==> src/rtl/ext_irq_hub_pkg.sv <==
package ext_irq_hub_pkg;
   localparam int unsigned MAX_LINES = 32;
   localparam int unsigned ID_W      = 5;
   localparam int unsigned WORD_W    = 32;

   typedef enum logic [1:0] {
      SEL_MASK = 2'd0,
      SEL_FLAG = 2'd1,
      SEL_SRC  = 2'd2,
      SEL_RSVD = 2'd3
   } reg_sel_e;

   typedef logic [MAX_LINES-1:0] line_vec_t;
endpackage

==> src/rtl/eih_trig_cell.sv <==
// One line: two-flop synchronizer plus level or edge qualification.
module eih_trig_cell #(
   parameter bit EDGE_MODE  = 1'b1,
   parameter bit ACTIVE_LVL = 1'b1
) (
   input  logic clk,
   input  logic rst,
   input  logic line_in,
   output logic hit_o
);
   localparam bit IDLE_LVL = ~ACTIVE_LVL;

   logic meta_q;
   logic sync_q;
   logic active;

   // Reset to the idle level so release from reset shows no false trigger.
   always_ff @(posedge clk) begin
      if (rst) begin
         meta_q <= IDLE_LVL;
         sync_q <= IDLE_LVL;
      end else begin
         meta_q <= line_in;
         sync_q <= meta_q;
      end
   end

   assign active = (sync_q == ACTIVE_LVL);

   if (EDGE_MODE) begin : g_edge
      logic prev_q;
      always_ff @(posedge clk) begin
         if (rst) prev_q <= IDLE_LVL;
         else     prev_q <= sync_q;
      end
      assign hit_o = active && (prev_q != ACTIVE_LVL);
   end else begin : g_level
      assign hit_o = active;
   end
endmodule

==> src/rtl/eih_prio_enc.sv <==
// Lowest index wins.
module eih_prio_enc #(
   parameter int unsigned WIDTH = 32,
   parameter int unsigned IDW   = 5
) (
   input  logic [WIDTH-1:0] req_i,
   output logic             any_o,
   output logic [IDW-1:0]   id_o
);
   if (WIDTH > (1 << IDW)) begin : g_bad_width
      $error("eih_prio_enc: WIDTH does not fit in IDW bits");
   end

   always_comb begin
      any_o = |req_i;
      id_o  = '0;
      for (int i = WIDTH - 1; i >= 0; i--) begin
         if (req_i[i]) id_o = IDW'(i);
      end
   end
endmodule

==> src/rtl/eih_flag_bank.sv <==
// Mask and sticky flag registers; trigger beats a clear.
module eih_flag_bank
   import ext_irq_hub_pkg::*;
#(
   parameter int unsigned NUM_CH = 32
) (
   input  logic      clk,
   input  logic      rst,
   input  line_vec_t hit_i,
   input  logic      mask_we,
   input  logic      flag_we,
   input  line_vec_t wdata,
   output line_vec_t mask_q,
   output line_vec_t flag_q
);
   localparam logic [63:0] LIVE64 = (64'd1 << NUM_CH) - 64'd1;
   localparam line_vec_t   LIVE   = LIVE64[MAX_LINES-1:0];

   line_vec_t keep;

   assign keep = flag_we ? wdata : '1;

   always_ff @(posedge clk) begin
      if (rst) begin
         mask_q <= '0;
         flag_q <= '0;
      end else begin
         if (mask_we) mask_q <= wdata & LIVE;
         flag_q <= ((flag_q & keep) | hit_i) & LIVE;
      end
   end
endmodule

==> src/rtl/eih_req_ctrl.sv <==
// Round control: capture the winner, hold until acknowledge.
module eih_req_ctrl
   import ext_irq_hub_pkg::*;
(
   input  logic            clk,
   input  logic            rst,
   input  logic            cand_any,
   input  logic [ID_W-1:0] cand_id,
   input  logic            ack,
   output logic            busy_q,
   output logic [ID_W-1:0] src_q
);
   always_ff @(posedge clk) begin
      if (rst) begin
         busy_q <= 1'b0;
         src_q  <= '0;
      end else if (busy_q) begin
         if (ack) busy_q <= 1'b0;
      end else if (cand_any) begin
         busy_q <= 1'b1;
         src_q  <= cand_id;
      end
   end
endmodule

==> src/rtl/ext_irq_hub.sv <==
module ext_irq_hub
   import ext_irq_hub_pkg::*;
#(
   parameter int unsigned      NUM_CH   = 32,
   parameter logic [31:0]      EDGE_SEL = 32'hFFFF_FFFF,
   parameter logic [31:0]      ACT_HIGH = 32'hFFFF_FFFF
) (
   input  logic        clk,
   input  logic        rst,
   input  logic [31:0] irq_in,
   input  logic [1:0]  reg_word,
   input  logic        wr_en,
   input  logic [31:0] wr_data,
   input  logic        rd_en,
   output logic [31:0] rd_data,
   output logic        cpu_irq
);
   if (NUM_CH > MAX_LINES) begin : g_bad_count
      $error("ext_irq_hub: NUM_CH must be 0..32");
   end

   reg_sel_e        sel;
   line_vec_t       hit;
   line_vec_t       mask_q;
   line_vec_t       flag_q;
   line_vec_t       cand;
   logic            cand_any;
   logic [ID_W-1:0] cand_id;
   logic [ID_W-1:0] src_q;
   logic            busy_q;
   logic            ack;

   assign sel = reg_sel_e'(reg_word);

   for (genvar i = 0; i < MAX_LINES; i++) begin : g_line
      if (i < NUM_CH) begin : g_used
         eih_trig_cell #(
            .EDGE_MODE (EDGE_SEL[i]),
            .ACTIVE_LVL(ACT_HIGH[i])
         ) cell_i (
            .clk    (clk),
            .rst    (rst),
            .line_in(irq_in[i]),
            .hit_o  (hit[i])
         );
      end else begin : g_unused
         assign hit[i] = 1'b0;
      end
   end

   eih_flag_bank #(.NUM_CH(NUM_CH)) bank_i (
      .clk    (clk),
      .rst    (rst),
      .hit_i  (hit),
      .mask_we(wr_en && (sel == SEL_MASK)),
      .flag_we(wr_en && (sel == SEL_FLAG)),
      .wdata  (wr_data),
      .mask_q (mask_q),
      .flag_q (flag_q)
   );

   assign cand = mask_q & flag_q;

   eih_prio_enc #(.WIDTH(MAX_LINES), .IDW(ID_W)) enc_i (
      .req_i(cand),
      .any_o(cand_any),
      .id_o (cand_id)
   );

   assign ack = wr_en && (sel == SEL_SRC);

   eih_req_ctrl ctrl_i (
      .clk     (clk),
      .rst     (rst),
      .cand_any(cand_any),
      .cand_id (cand_id),
      .ack     (ack),
      .busy_q  (busy_q),
      .src_q   (src_q)
   );

   assign cpu_irq = busy_q;

   always_comb begin
      rd_data = '0;
      if (rd_en) begin
         unique case (sel)
            SEL_MASK: rd_data = mask_q;
            SEL_FLAG: rd_data = flag_q;
            SEL_SRC:  rd_data = {{(WORD_W-ID_W){1'b0}}, src_q};
            SEL_RSVD: rd_data = '0;
         endcase
      end
   end
endmodule

==> config.mk <==
export PLATFORM = sky130hd
export DESIGN_NAME = ext_irq_hub
export DESIGN_NICKNAME = d
export VERILOG_FILES = /design/src/rtl/ext_irq_hub_pkg.sv /design/src/rtl/eih_trig_cell.sv /design/src/rtl/eih_prio_enc.sv /design/src/rtl/eih_flag_bank.sv /design/src/rtl/eih_req_ctrl.sv /design/src/rtl/ext_irq_hub.sv
export SDC_FILE = /design/constraint.sdc
export NUM_CORES = 1
export LEC_CHECK = 0
export BUFFER_PORTS_ARGS = -buffer_cell sky130_fd_sc_hd__buf_2
export CORE_UTILIZATION = 58
export CTS_BUF_LIST = sky130_fd_sc_hd__clkbuf_4
export DETAILED_ROUTE_END_ITERATION = 12
export PLACE_DENSITY = 0.81
export SYNTH_ARGS = -nofsm -noshare
export SYNTH_HDL_FRONTEND = slang
export SYNTH_SLANG_ARGS = --single-unit
==> constraint.sdc <==
create_clock -name clk -period 1.95 [get_ports clk]
set_input_delay 0.2925 -clock clk [delete_from_list [all_inputs] [get_ports clk]]
set_output_delay 0.2925 -clock clk [all_outputs]
set_load 0.02 [all_outputs]
=== Yosys cells after proc, flatten, opt, wreduce, memory -nomap -nowiden ===
Cells that the tools add are included.

* Output and inout port bits: 33
* Register bits after elaboration: 166
* Bits of input ports: 70

* Bitwise operators: 36
* Eq/ne operators: 3
* Multiplexer cells: 38
* Reductions and logical operators: 38

{| class="wikitable"
|+ Operators with widths
! cell !! count
|-
| 5-bit two-way mux || 32
|-
| 32-bit one-hot mux with 4 select lines || 1
|-
| 32-bit AND || 2
|-
| 32-bit two-way mux || 2
|-
| 1-bit logical AND || 35
|-
| 1-bit NOT || 33
|-
| 32-bit OR || 1
|-
| 32-bit OR reduction || 1
|-
| 2-bit == test, second input constant || 2
|-
| 1-bit two-way mux || 3
|-
| 2-bit by 1-bit == test with 1-bit output, second input constant || 1
|-
| 2-bit logical NOT || 1
|-
| 2-bit AND reduction || 1
|}

=== Logic depth before layout (Yosys ltp) ===
Gate-level depths: netlist of run 1.

* Depth after elaboration: 33
* Depth in mapped cells: 6
* Depth with buffers taken out: 6

=== Cells and area by module ===
From an unflattened synthesis of run 1, not the netlist that was laid out.

* Cells, all modules: 671
* Area total of the unflattened synthesis: 6676.4 um2

{| class="wikitable"
|+ By module, submodules not included
! module !! area each (um2) !! cells each !! instances !! seq. area each (um2)
|-
| eih_trig_cell || 87.6 || 7 || 32 || 60.1
|-
| eih_flag_bank || 2366.0 || 238 || 1 || 1281.2
|-
| ext_irq_hub || 855.8 || 119 || 1 || 0.0
|-
| eih_prio_enc || 385.4 || 65 || 1 || 0.0
|-
| eih_req_ctrl || 266.5 || 25 || 1 || 120.1
|}

=== Worst setup path after synthesis of run 1 ===
No wires, ideal clock.

* Path kind: input to output
* Start point: input reg_word[0]
* End point: output rd_data[11]
* Stages: 5
* Data arrival time: 1.359 ns
* Path buffers: 3
* Required time: 1.657 ns
* Path slack: 0.298 ns
* Cells stage by stage: buf_2 -> buf_4 -> buf_2 -> mux2i_1 -> nor2_1

* Word-level cells in the longest chain between the ends: 3
* Elaborated cells on any way between the ends: 6
* Classes of those cells: eq/ne: 3; mux: 2; reduce/logical: 1

{| class="wikitable"
|+ RTL lines
! what !! line !! source
|-
| start: declaration || ext_irq_hub.sv:11 || <nowiki>input logic [1:0] reg_word,</nowiki>
|-
| 2-bit == test (tied with other cells) || ext_irq_hub.sv:87 || <nowiki>unique case (sel)</nowiki>
|-
| 32-bit one-hot mux with 4 select lines * || ext_irq_hub.sv:87 ||
|-
| 32-bit two-way mux * || ext_irq_hub.sv:86 || <nowiki>if (rd_en) begin</nowiki>
|-
| end: declaration || ext_irq_hub.sv:15 || <nowiki>output logic [31:0] rd_data,</nowiki>
|}

Mark *: on every way between the ends. The rest lies on a longest branch, timed or not.

=== Worst setup path in the final report of run 1 ===
* Start point: register bank_i.flag_q[30]
* End point: register ctrl_i.src_q[0]

* Word-level cells in the longest chain between the ends: 32
* Elaborated cells on any way between the ends: 34
* Classes of those cells: mux: 31; bitwise: 1; reduce/logical: 2

{| class="wikitable"
|+ RTL lines
! what !! line !! source
|-
| start: declaration || eih_flag_bank.sv:14 || <nowiki>output line_vec_t flag_q</nowiki>
|-
| start signal: assignment || eih_flag_bank.sv:29 || <nowiki>flag_q <= ((flag_q & keep) | hit_i) & LIVE;</nowiki>
|-
| 32-bit AND * || ext_irq_hub.sv:62 || <nowiki>assign cand = mask_q & flag_q;</nowiki>
|-
| 5-bit two-way mux (31 in a row) || eih_prio_enc.sv:18 || <nowiki>if (req_i[i]) id_o = IDW'(i);</nowiki>
|-
| end signal: assignment || eih_req_ctrl.sv:21 || <nowiki>src_q <= cand_id;</nowiki>
|-
| end: declaration || eih_req_ctrl.sv:11 || <nowiki>output logic [ID_W-1:0] src_q</nowiki>
|}

Marks and branches as above.
A chain may end at the register's enable or synchronous reset.

==> results.yml, run 1 <==
outcome:
  status: "completed"
clocking:
  post-cts-setup-buffers: 0
  numCtsBuffers: 17
  h-tree-depth: 4
  root_buffer: "clkbuf_4"
  cts_tree: "yes"
  ctsLongestPathBuffers: 2
  insertion_delay_ns: 0.54
  path_clk_slew_ns: 0.12
  cts_sinks: 166
timing:
  fmax_mhz: 557.9
  min_period_ns: 1.792
  finalMaxSlewViolations: 0
  rsz0062_at_grt: "false"
  setup_ws_ns: 0.1577
  relSlewSlack_pct: 51.76
  hold_violations: 0
  setup_viol: 0
  whs_ns: 0.09672
  finalCritPeriodShare_pct: 91.91
  worstMarginPinSlew_ns: 0.7235
  fin_worst_skew_ns: 0.01620
  tns_ns: 0
hold_path:
  worstHoldEndpoint: "ctrl_i.busy_q$_SDFF_PP0_"
  hp-start: "wr_en"
  min_delay_path_depth: 4
  min-delay-path-class: "in -> reg"
detailed_routing:
  vias: 5146
  drt-total-wl_mm: 13.68
  drt-wirelength-per-cell_um: 14.03
  drcViolationCount: 0
  ant_nets: 0
  drt_pass1_iterations: 5
  detail_route.iter0.violations: 297
  viasPerCell: 5.278
setup_path:
  r2r_setup_slack_ns: 0.16
  setup.worst_path.end_class: "register"
  r2r-end: "ctrl_i.src_q[0]$_SDFFE_PP0P_"
  r2r_cells: 6
  cp_max_fo: 4
  worstReg2RegStart: "bank_i.flag_q[30]$_SDFF_PP0_"
  crit_path_max_incr_delay_ns: 0.44
  startpoint: "bank_i.flag_q[30]$_SDFF_PP0_"
  worstPathRequired_ns: 2.38
  worstSetupPathType: "reg -> reg"
  worstPathArrival_ns: 2.22
  crit_path_start_kind: "register"
  crit_path_top_delay_cell: "dfxtp_1"
  crit_chain: "nand2_1 -> a32o_1 -> a211oi_1 -> o31ai_1 -> a21oi_1 -> o21ai_2"
logic_synthesis:
  synth_ff_type: "dfxtp_1"
  syn_avg_cell_area_sq_um: 9.285
  synth-edff-count: 0
  synth_top_cells_by_count: "166 x dfxtp_1, 97 x nor2b_1, 93 x nand2_1"
  syn_nets: 738
  synth_area_leader_cell: "dfxtp_1"
  synth_area_leaders: "dfxtp_1 54%, nor2b_1 9.8%, a21oi_1 5.6%, nand2_1 5.6%, mux2i_1 5.2%"
  ys_types: 48
  syn_inst: 668
  post-synth-top-count-cell: "dfxtp_1"
  async_flop_share_pct: 0
  synth_top_area_share_pct: 53.58
  yosysSeqAreaShare_pct: 53.58
  synth_seq_cells: 166
  ys_warn_count: 0
  synth_area_sq_mm: 0.006202
grt:
  grt_use_total_pct: 25.57
  grt_pass1_vias: 4926
  antenna_found_initial: 0
  gr-usage-met3_pct: 5.690
  grt-ovfl-total: 0
  grt-busiest-layer: "met2"
  grt_max_degree: 72
  grt_pass1_wl_mm: 22.46
  globalRouteMet2Util_pct: 41.07
  grt_util_met1_pct: 32.29
finish:
  drive_above_1_share_pct: 18.47
  layout.nets: 897
  final_cells: 975
  areaGrowthSynthToFinish_pct: 25.34
  num_antenna_cells: 0
place:
  portBuffers: 102
  dp_hpwl_mm: 8.820
  place_congestion: 0.8839
  dp.cells: 880
  dp_slack_ns: 0.2408
floorplanning:
  num_rows: 37
  fp.dieW_um: 105.4
  dieHeight_um: 105.4
  core-area_sq_mm: 0.01032
  ios: 103
  dieArea_sq_mm: 0.01111
  start_util_pct: 60.08
pwr:
  p_switching_mw: 1.506
  sw_frac_of_total_pct: 24.14
  total_leakage_power_nw: 3.198
  p_int_mw: 4.734
  p_comb_share_pct: 9.5
  p_clk_share_pct: 32.2
  p_per_area_mw_per_mm2: 802.7
  pwr-share-seq_pct: 58.3
  vdd_drop_max_mv: 0.5984
run:
  drv_cap: 0
==> how the worst max path moves through the flow <==
stage	end	slack, ns	depth (start not counted)
after global routing	rd_data[2]	0.006	4
final	ctrl_i.src_q[0]$_SDFFE_PP0P_	0.16	6
after detailed placement	ctrl_i.src_q[0]$_SDFFE_PP0P_	0.24	6
after floorplan	rd_data[11]	0.30	5
after global placement	ctrl_i.src_q[0]$_SDFFE_PP0P_	0.23	6
after CTS	rd_data[4]	0.14	4
==> registers in the layout, indices dropped and copies added (netlist names) <==
register,cells
g_line.g_used.cell_i.meta_q,32
bank_i.flag_q,32
bank_i.mask_q,32
ctrl_i.src_q,5
g_line.g_used.cell_i.active,32
ctrl_i.busy_q,1
g_line.g_used.cell_i.g_edge.prev_q,32
==> per-layer routing <==
metal | part of all wire [%] | wire length [um] | vias up
met5 | 0 | 0 | -
li1 | - | - | 2565
met3 | 4.9 | 673 | 36
met2 | 48 | 6565 | 169
met1 | 45 | 6100 | 2376
met4 | 2.5 | 340 | 0
==> cell families (layout without fill, tap and decap cells) <==
kind of cell	count (synthesis)	after routing	share of synthesized area [%]
buffers and inverters	37	208	2.723
AOI/OAI and AO/OA	151	151	14.61
and+or+nand+nor	282	282	23.93
DFF	166	166	53.58
muxes	32	32	5.164
==> area by class of cell <==
class                      count  area, sq um
clock inverter                13        155.1
multi-input combinational    465         2716
tap                          136        170.2
sequential                   166         3327
fill                         739         2550
timing repair buffer         176         1266
inverter                       1        3.754
clock buffer                  18        135.1
==> worst max-delay path: cells and delay by family (launching register included) <==
kind | cells | cell delay (ns)
AOI/OAI and AO/OA | 5 | 1.17
and+or+nand+nor | 1 | 0.08
DFF | 1 | 0.44
==> per-stage QoR <==
step           utilization, %  power (mW)  instance area [sq um]
2_1_floorplan               -       4.002                   6202
3_3_place_gp            66.25       4.173                   6839
3_5_place_dp            66.25       4.194                   6839
4_1_cts                 75.17       6.262                   7760
5_1_grt                 75.30       6.509                   7774
6_report                75.30       6.240                   7774
==> cells in the final DEF, fill, tap and decap left out, types with 2 or more instances in the layout <==
| master | synthesis | final |
|---|---|---|
| dfxtp_1 | 166 | 163 |
| a211oi_1 | 2 | 2 |
| buf_12 | 0 | 3 |
| a22oi_1 | 15 | 15 |
| o21ai_1 | 2 | 2 |
| clkbuf_4 | 0 | 18 |
| dlygate4sd3_1 | 0 | 64 |
| bufinv_16 | 0 | 3 |
| clkinvlp_4 | 0 | 3 |
| nand3_1 | 3 | 3 |
| a32o_1 | 3 | 3 |
| o21ai_0 | 39 | 39 |
| nand2b_1 | 33 | 33 |
| nor2_1 | 33 | 33 |
| nor3_1 | 2 | 2 |
| mux2i_1 | 32 | 32 |
| buf_2 | 3 | 101 |
| nand4_2 | 2 | 2 |
| nand3b_1 | 4 | 4 |
| nor2b_1 | 97 | 97 |
| dfxtp_2 | 0 | 3 |
| a31oi_1 | 4 | 4 |
| nand4_1 | 2 | 2 |
| a32oi_1 | 2 | 2 |
| and2_1 | 6 | 6 |
| buf_4 | 1 | 8 |
| inv_6 | 0 | 2 |
| nand2_1 | 93 | 93 |
| clkinv_1 | 0 | 3 |
| a21oi_1 | 70 | 70 |
==> power by group through the flow <==
stage	sequential (mW)	clock, mW	combinational, mW
after CTS	3.63	2.04	0.586
after global routing	3.65	2.21	0.650
after detailed placement	3.71	0	0.487
final	3.63	2.01	0.594
after global placement	3.70	0	0.473
after floorplan	3.68	0	0.323
==> repair_timing <==
action | 4_1_cts | 5_1_grt
endpoints found under the setup margin | 0 | 2
hold endpoints to repair | 63 | 1
resized for setup | 0 | 3
hold buffers | 63 | 1
(Power assumes the default switching activity.)
==> run 2, diff against run 1 <==
==> constraint.sdc (replaced) <==
create_clock -name clk -period 1.95 [get_ports clk]
set_input_delay 0.195 -clock clk [delete_from_list [all_inputs] [get_ports clk]]
set_output_delay 0.195 -clock clk [all_outputs]
set_load 0.02 [all_outputs]
==> run 2 against run 1 <==
Via count is 1.3% higher. Global-route usage is 0.82 points higher. Sequential share of layout area about the same. Clock power hardly changed.
==> results.yml, run 2 (synthesis results as in run 1) <==
timing:
  finalCritPeriodShare_pct: 88.75
  fin_worst_skew_ns: 0.01221
  finalMaxSlewViolations: 0
  fmax_mhz: 577.8
  min_period_ns: 1.731
  setup_viol: 0
  relSlewSlack_pct: 58.14
  worstMarginPinSlew_ns: 0.6278
  rsz0062_at_grt: "false"
  setup_ws_ns: 0.2194
  hold_violations: 0
  whs_ns: 0.1356
  tns_ns: 0
finish:
  areaGrowthSynthToFinish_pct: 25.30
  final_common_cell: "dfxtp_1"
  layout.nets: 898
  nFillCells: 722
  final_cell_mix: "166 x dfxtp_1, 101 x buf_2, 97 x nor2b_1, 93 x nand2_1, 70 x a21oi_1"
  drive_above_1_share_pct: 18.31
  num_antenna_cells: 0
  final_area_sq_mm: 0.007771
place:
  dp_hpwl_mm: 8.956
  placed_area_sq_mm: 0.006827
  place_congestion: 0.8662
  portBuffers: 102
  dp_slack_ns: 0.3530
grt:
  grt_use_total_pct: 26.39
  grt_max_degree: 62
  grt-ovfl-total: 0
  antenna_found_initial: 0
  grt_pass1_vias: 4925
  grt_pass1_wl_mm: 22.82
detailed_routing:
  ant_nets: 0
  vias: 5214
  drt_pass1_iterations: 7
  viasPerCell: 5.337
  drt-wirelength-per-cell_um: 14.33
  detail_route.iter0.violations: 318
  drcViolationCount: 0
  drt-total-wl_mm: 14.00
floorplanning:
  ios: 103
  num_rows: 37
  core-area_sq_mm: 0.01032
  start_util_pct: 60.08
  fp.dieW_um: 105.4
  dieArea_sq_mm: 0.01111
  dieHeight_um: 105.4
setup_path:
  worstPathArrival_ns: 1.54
  path_delay_family: "flip-flops"
  r2r-end: "ctrl_i.src_q[0]$_SDFFE_PP0P_"
  cp.buffers_inverters: 1
  setup.worst_path.end_class: "primary output"
  startpoint: "bank_i.flag_q[19]$_SDFF_PP0_"
  crit_path_max_incr_delay_ns: 0.49
  worstSetupPathType: "reg -> out"
  worstPathRequired_ns: 1.75
  cp_max_fo: 5
  crit_chain: "mux2i_1 -> nor2_1 -> buf_2"
  worstReg2RegStart: "bank_i.flag_q[30]$_SDFF_PP0_"
  r2r_setup_slack_ns: 0.29
  crit_path_top_delay_cell: "dfxtp_1"
  crit_path_start_kind: "register"
  r2r_cells: 6
clocking:
  numCtsBuffers: 17
  cts_tree: "yes"
  root_buffer: "clkbuf_4"
  h-tree-depth: 4
  cts_sinks: 166
  insertion_delay_ns: 0.55
  ctsLongestPathBuffers: 2
  path_clk_slew_ns: 0.13
  post-cts-setup-buffers: 0
pwr:
  sw_frac_of_total_pct: 24.28
  p_comb_share_pct: 9.6
  pwr-share-seq_pct: 58.1
  p_int_mw: 4.730
  p_per_area_mw_per_mm2: 803.8
  p_clk_share_pct: 32.3
  vdd_drop_max_mv: 0.6611
  p_switching_mw: 1.517
  power_mw: 6.246
  total_leakage_power_nw: 3.195
run:
  drv_cap: 0
hold_path:
  worstHoldEndpoint: "g_line[2].g_used.cell_i.meta_q$_SDFF_PP0_"
  min-delay-path-class: "in -> reg"
  min_delay_path_depth: 2
  hp-start: "rst"
outcome:
  status: "completed"
## run 2: cell types whose count changed in the layout (fill, tap and decap cells not counted), sizes merged
cell         change
clkinvlp         +2
inv              -1
dlygate4sd3      +1
## run 2: through the flow
stage,util (%),instances
4_1_cts,75.28,977
2_1_floorplan,-,668
3_5_place_dp,66.13,880
6_report,75.28,977
5_1_grt,75.28,977
3_3_place_gp,66.13,880
## run 2: layout make-up
cell class,count,area (sq um),area share [%]
sequential,166,3323,42.76
multi-input combinational,465,2716,34.95
timing repair buffer,177,1264,16.26
tap,136,170.2,2.190
clock inverter,14,158.9,2.045
clock buffer,18,135.1,1.739
inverter,1,3.754,0.04830
## run 2: per-layer routing
| layer | track usage [%] | part of all wire [%] | vias to the layer above |
|---|---|---|---|
| met5 | 0 | 0 | - |
| met4 | 11.47 | 2.7 | 0 |
| met3 | 6.061 | 5.7 | 38 |
| met2 | 45.25 | 50 | 208 |
| met1 | 31.57 | 42 | 2402 |
| li1 | - | - | 2566 |
## run 2: what timing repair did
item                                   4_1_cts  5_1_grt
hold buffers                                65        0
gates resized for setup                      0        0
endpoints found under the hold margin       95        0
## run 2: worst max-delay path by stage
stage / cells past startpoint / to / slack [ns]
after floorplan: 5 / rd_data[11] / 0.49
after CTS: 4 / rd_data[1] / 0.21
after detailed placement: 6 / ctrl_i.src_q[0]$_SDFFE_PP0P_ / 0.35
final: 3 / rd_data[19] / 0.22
after global routing: 4 / rd_data[2] / 0.09
after global placement: 6 / ctrl_i.src_q[0]$_SDFFE_PP0P_ / 0.42
## run 2: power groups by stage
stage	sequential (mW)	combinational (mW)	clock, mW
after CTS	3.63	0.590	2.06
final	3.63	0.598	2.02
after global placement	3.69	0.476	0
after global routing	3.65	0.654	2.20
after floorplan	3.68	0.323	0
after detailed placement	3.70	0.488	0
==> run 3, diff against run 2 <==
--- a/config.mk
+++ b/config.mk
@@ -9,7 +9,7 @@
 export CORE_UTILIZATION = 58
 export CTS_BUF_LIST = sky130_fd_sc_hd__clkbuf_4
 export DETAILED_ROUTE_END_ITERATION = 12
-export PLACE_DENSITY = 0.81
+export PLACE_DENSITY = 0.89
 export SYNTH_ARGS = -nofsm -noshare
 export SYNTH_HDL_FRONTEND = slang
 export SYNTH_SLANG_ARGS = --single-unit
==> run 3 against run 2 <==
Total power down 2.0%. Largest power group unchanged. Hold slack worse by 0.054 ns. Die area stayed put. Critical path depth up 3. Setup slack got worse by 0.056 ns. Maximum frequency fell by 3.1%. Utilization down 0.085 points. Critical path type is now reg -> reg.
==> results.yml, run 3 (synthesis results as in run 1) <==
outcome:
  status: "completed"
finish:
  nFillCells: 671
  drive_above_1_share_pct: 18.62
  final_cells: 979
  areaGrowthSynthToFinish_pct: 25.16
  final_cell_mix: "166 x dfxtp_1, 101 x buf_2, 97 x nor2b_1, 93 x nand2_1, 70 x a21oi_1"
  num_antenna_cells: 0
  regArea_sq_mm: 0.003323
  layout.nets: 900
  final_common_cell: "dfxtp_1"
  multiInputGateArea_sq_mm: 0.002716
grt:
  grt_pass1_wl_mm: 24.70
  grt_use_total_pct: 28.31
  grt_pass1_vias: 5215
  grt_max_degree: 55
  antenna_found_initial: 0
  grt-ovfl-total: 0
place:
  dp_hpwl_mm: 9.406
  place_congestion: 0.8809
  dp_slack_ns: 0.2523
  portBuffers: 102
  dp.cells: 882
timing:
  setup_viol: 0
  worstMarginPinSlew_ns: 0.5614
  tns_ns: 0
  fmax_mhz: 559.7
  setup_ws_ns: 0.1632
  rsz0062_at_grt: "false"
  relSlewSlack_pct: 62.57
  finalMaxSlewViolations: 0
  finalCritPeriodShare_pct: 91.63
  fin_worst_skew_ns: 0.02095
  hold_violations: 0
  min_period_ns: 1.787
setup_path:
  r2r_setup_slack_ns: 0.16
  cp_max_fo: 4
  worstPathArrival_ns: 2.26
  crit_path_start_kind: "register"
  r2r-end: "ctrl_i.src_q[0]$_SDFFE_PP0P_"
  worstSetupPathType: "reg -> reg"
  r2r_cells: 6
  worstPathRequired_ns: 2.42
  setup.worst_path.end_class: "register"
  worstReg2RegStart: "bank_i.flag_q[30]$_SDFF_PP0_"
clocking:
  root_buffer: "clkbuf_4"
  path_clk_slew_ns: 0.13
  h-tree-depth: 4
  insertion_delay_ns: 0.58
  post_cts_resized: 0
  numCtsBuffers: 17
  ctsLongestPathBuffers: 2
  cts_sinks: 166
  cts_tree: "yes"
detailed_routing:
  drt-total-wl_mm: 14.99
  ant_nets: 0
  drt-wirelength-per-cell_um: 15.31
  drt_pass1_iterations: 6
  vias: 5392
  detail_route.iter0.violations: 487
  viasPerCell: 5.508
  drcViolationCount: 0
floorplanning:
  dieHeight_um: 105.4
  start_util_pct: 60.08
  fp.dieW_um: 105.4
  core-area_sq_mm: 0.01032
  dieArea_sq_mm: 0.01111
  num_rows: 37
  ios: 103
pwr:
  total_leakage_power_nw: 3.206
  vdd_drop_max_mv: 0.5441
  p_per_area_mw_per_mm2: 788.8
  power_mw: 6.123
hold_path:
  min_delay_path_depth: 2
  hp-start: "rst"
  worstHoldEndpoint: "g_line[1].g_used.cell_i.meta_q$_SDFF_PP0_"
  min-delay-path-class: "in -> reg"
run:
  drv_cap: 0
## run 3: critical path: stages, from the launching register on
cell	delay, ns
dfxtp_1	0.46
nand2_1	0.09
a32o_1	0.28
a211oi_1	0.38
o31ai_1	0.17
a21oi_1	0.23
o21ai_2	0.08
## run 3: what timing repair did
item / 4_1_cts / 5_1_grt
setup endpoints to repair: 0 / 0
endpoints found under the hold margin: 95 / 0
setup buffers: 0 / 0
hold buffers: 65 / 0
## run 3: worst max path at each step
stage | slack [ns] | start | cells past startpoint | endpoint
final | 0.16 | bank_i.flag_q[30]$_SDFF_PP0_ | 6 | ctrl_i.src_q[0]$_SDFFE_PP0P_
after global routing | 0.08 | bank_i.mask_q[30]$_SDFFE_PP0P_ | 6 | ctrl_i.src_q[0]$_SDFFE_PP0P_
after CTS | 0.17 | bank_i.flag_q[3]$_SDFF_PP0_ | 4 | rd_data[3]
after detailed placement | 0.25 | bank_i.flag_q[30]$_SDFF_PP0_ | 6 | ctrl_i.src_q[0]$_SDFFE_PP0P_
after global placement | 0.29 | bank_i.flag_q[30]$_SDFF_PP0_ | 6 | ctrl_i.src_q[0]$_SDFFE_PP0P_
after floorplan | 0.49 | reg_word[0] | 5 | rd_data[11]
## run 3: final cells by class
class | instances | share of cell area, %
well taps | 136 | 2.192
flip-flops and latches | 166 | 42.81
multi-input cells | 465 | 34.99
clock buffers | 19 | 1.838
clock inverters | 13 | 1.644
repair buffers | 179 | 16.47
inverters | 1 | 0.04836
## run 3: per-layer routing
layer	GRT usage, %	vias up	routed length, um
met4	16.50	0	696
met5	0	-	0
li1	-	2584	-
met3	8.411	68	1090
met2	47.27	260	7371
met1	32.08	2480	5832
## run 3: power by group
part	total, mW	switching, mW	internal, mW
clock network	1.88	1.20	0.678
logic	0.607	0.297	0.309
registers	3.64	0.102	3.54
## run 3: stage by stage
stage                     util (%)  cell area [sq um]  hold WS (ns)
after global placement       66.27               6842        0.4029
final                        75.19               7762       0.08192
after global routing         75.19               7762       0.08752
after CTS                    75.19               7762       0.08593
after detailed placement     66.27               6842        0.4085
after floorplan                  -               6202        0.3232
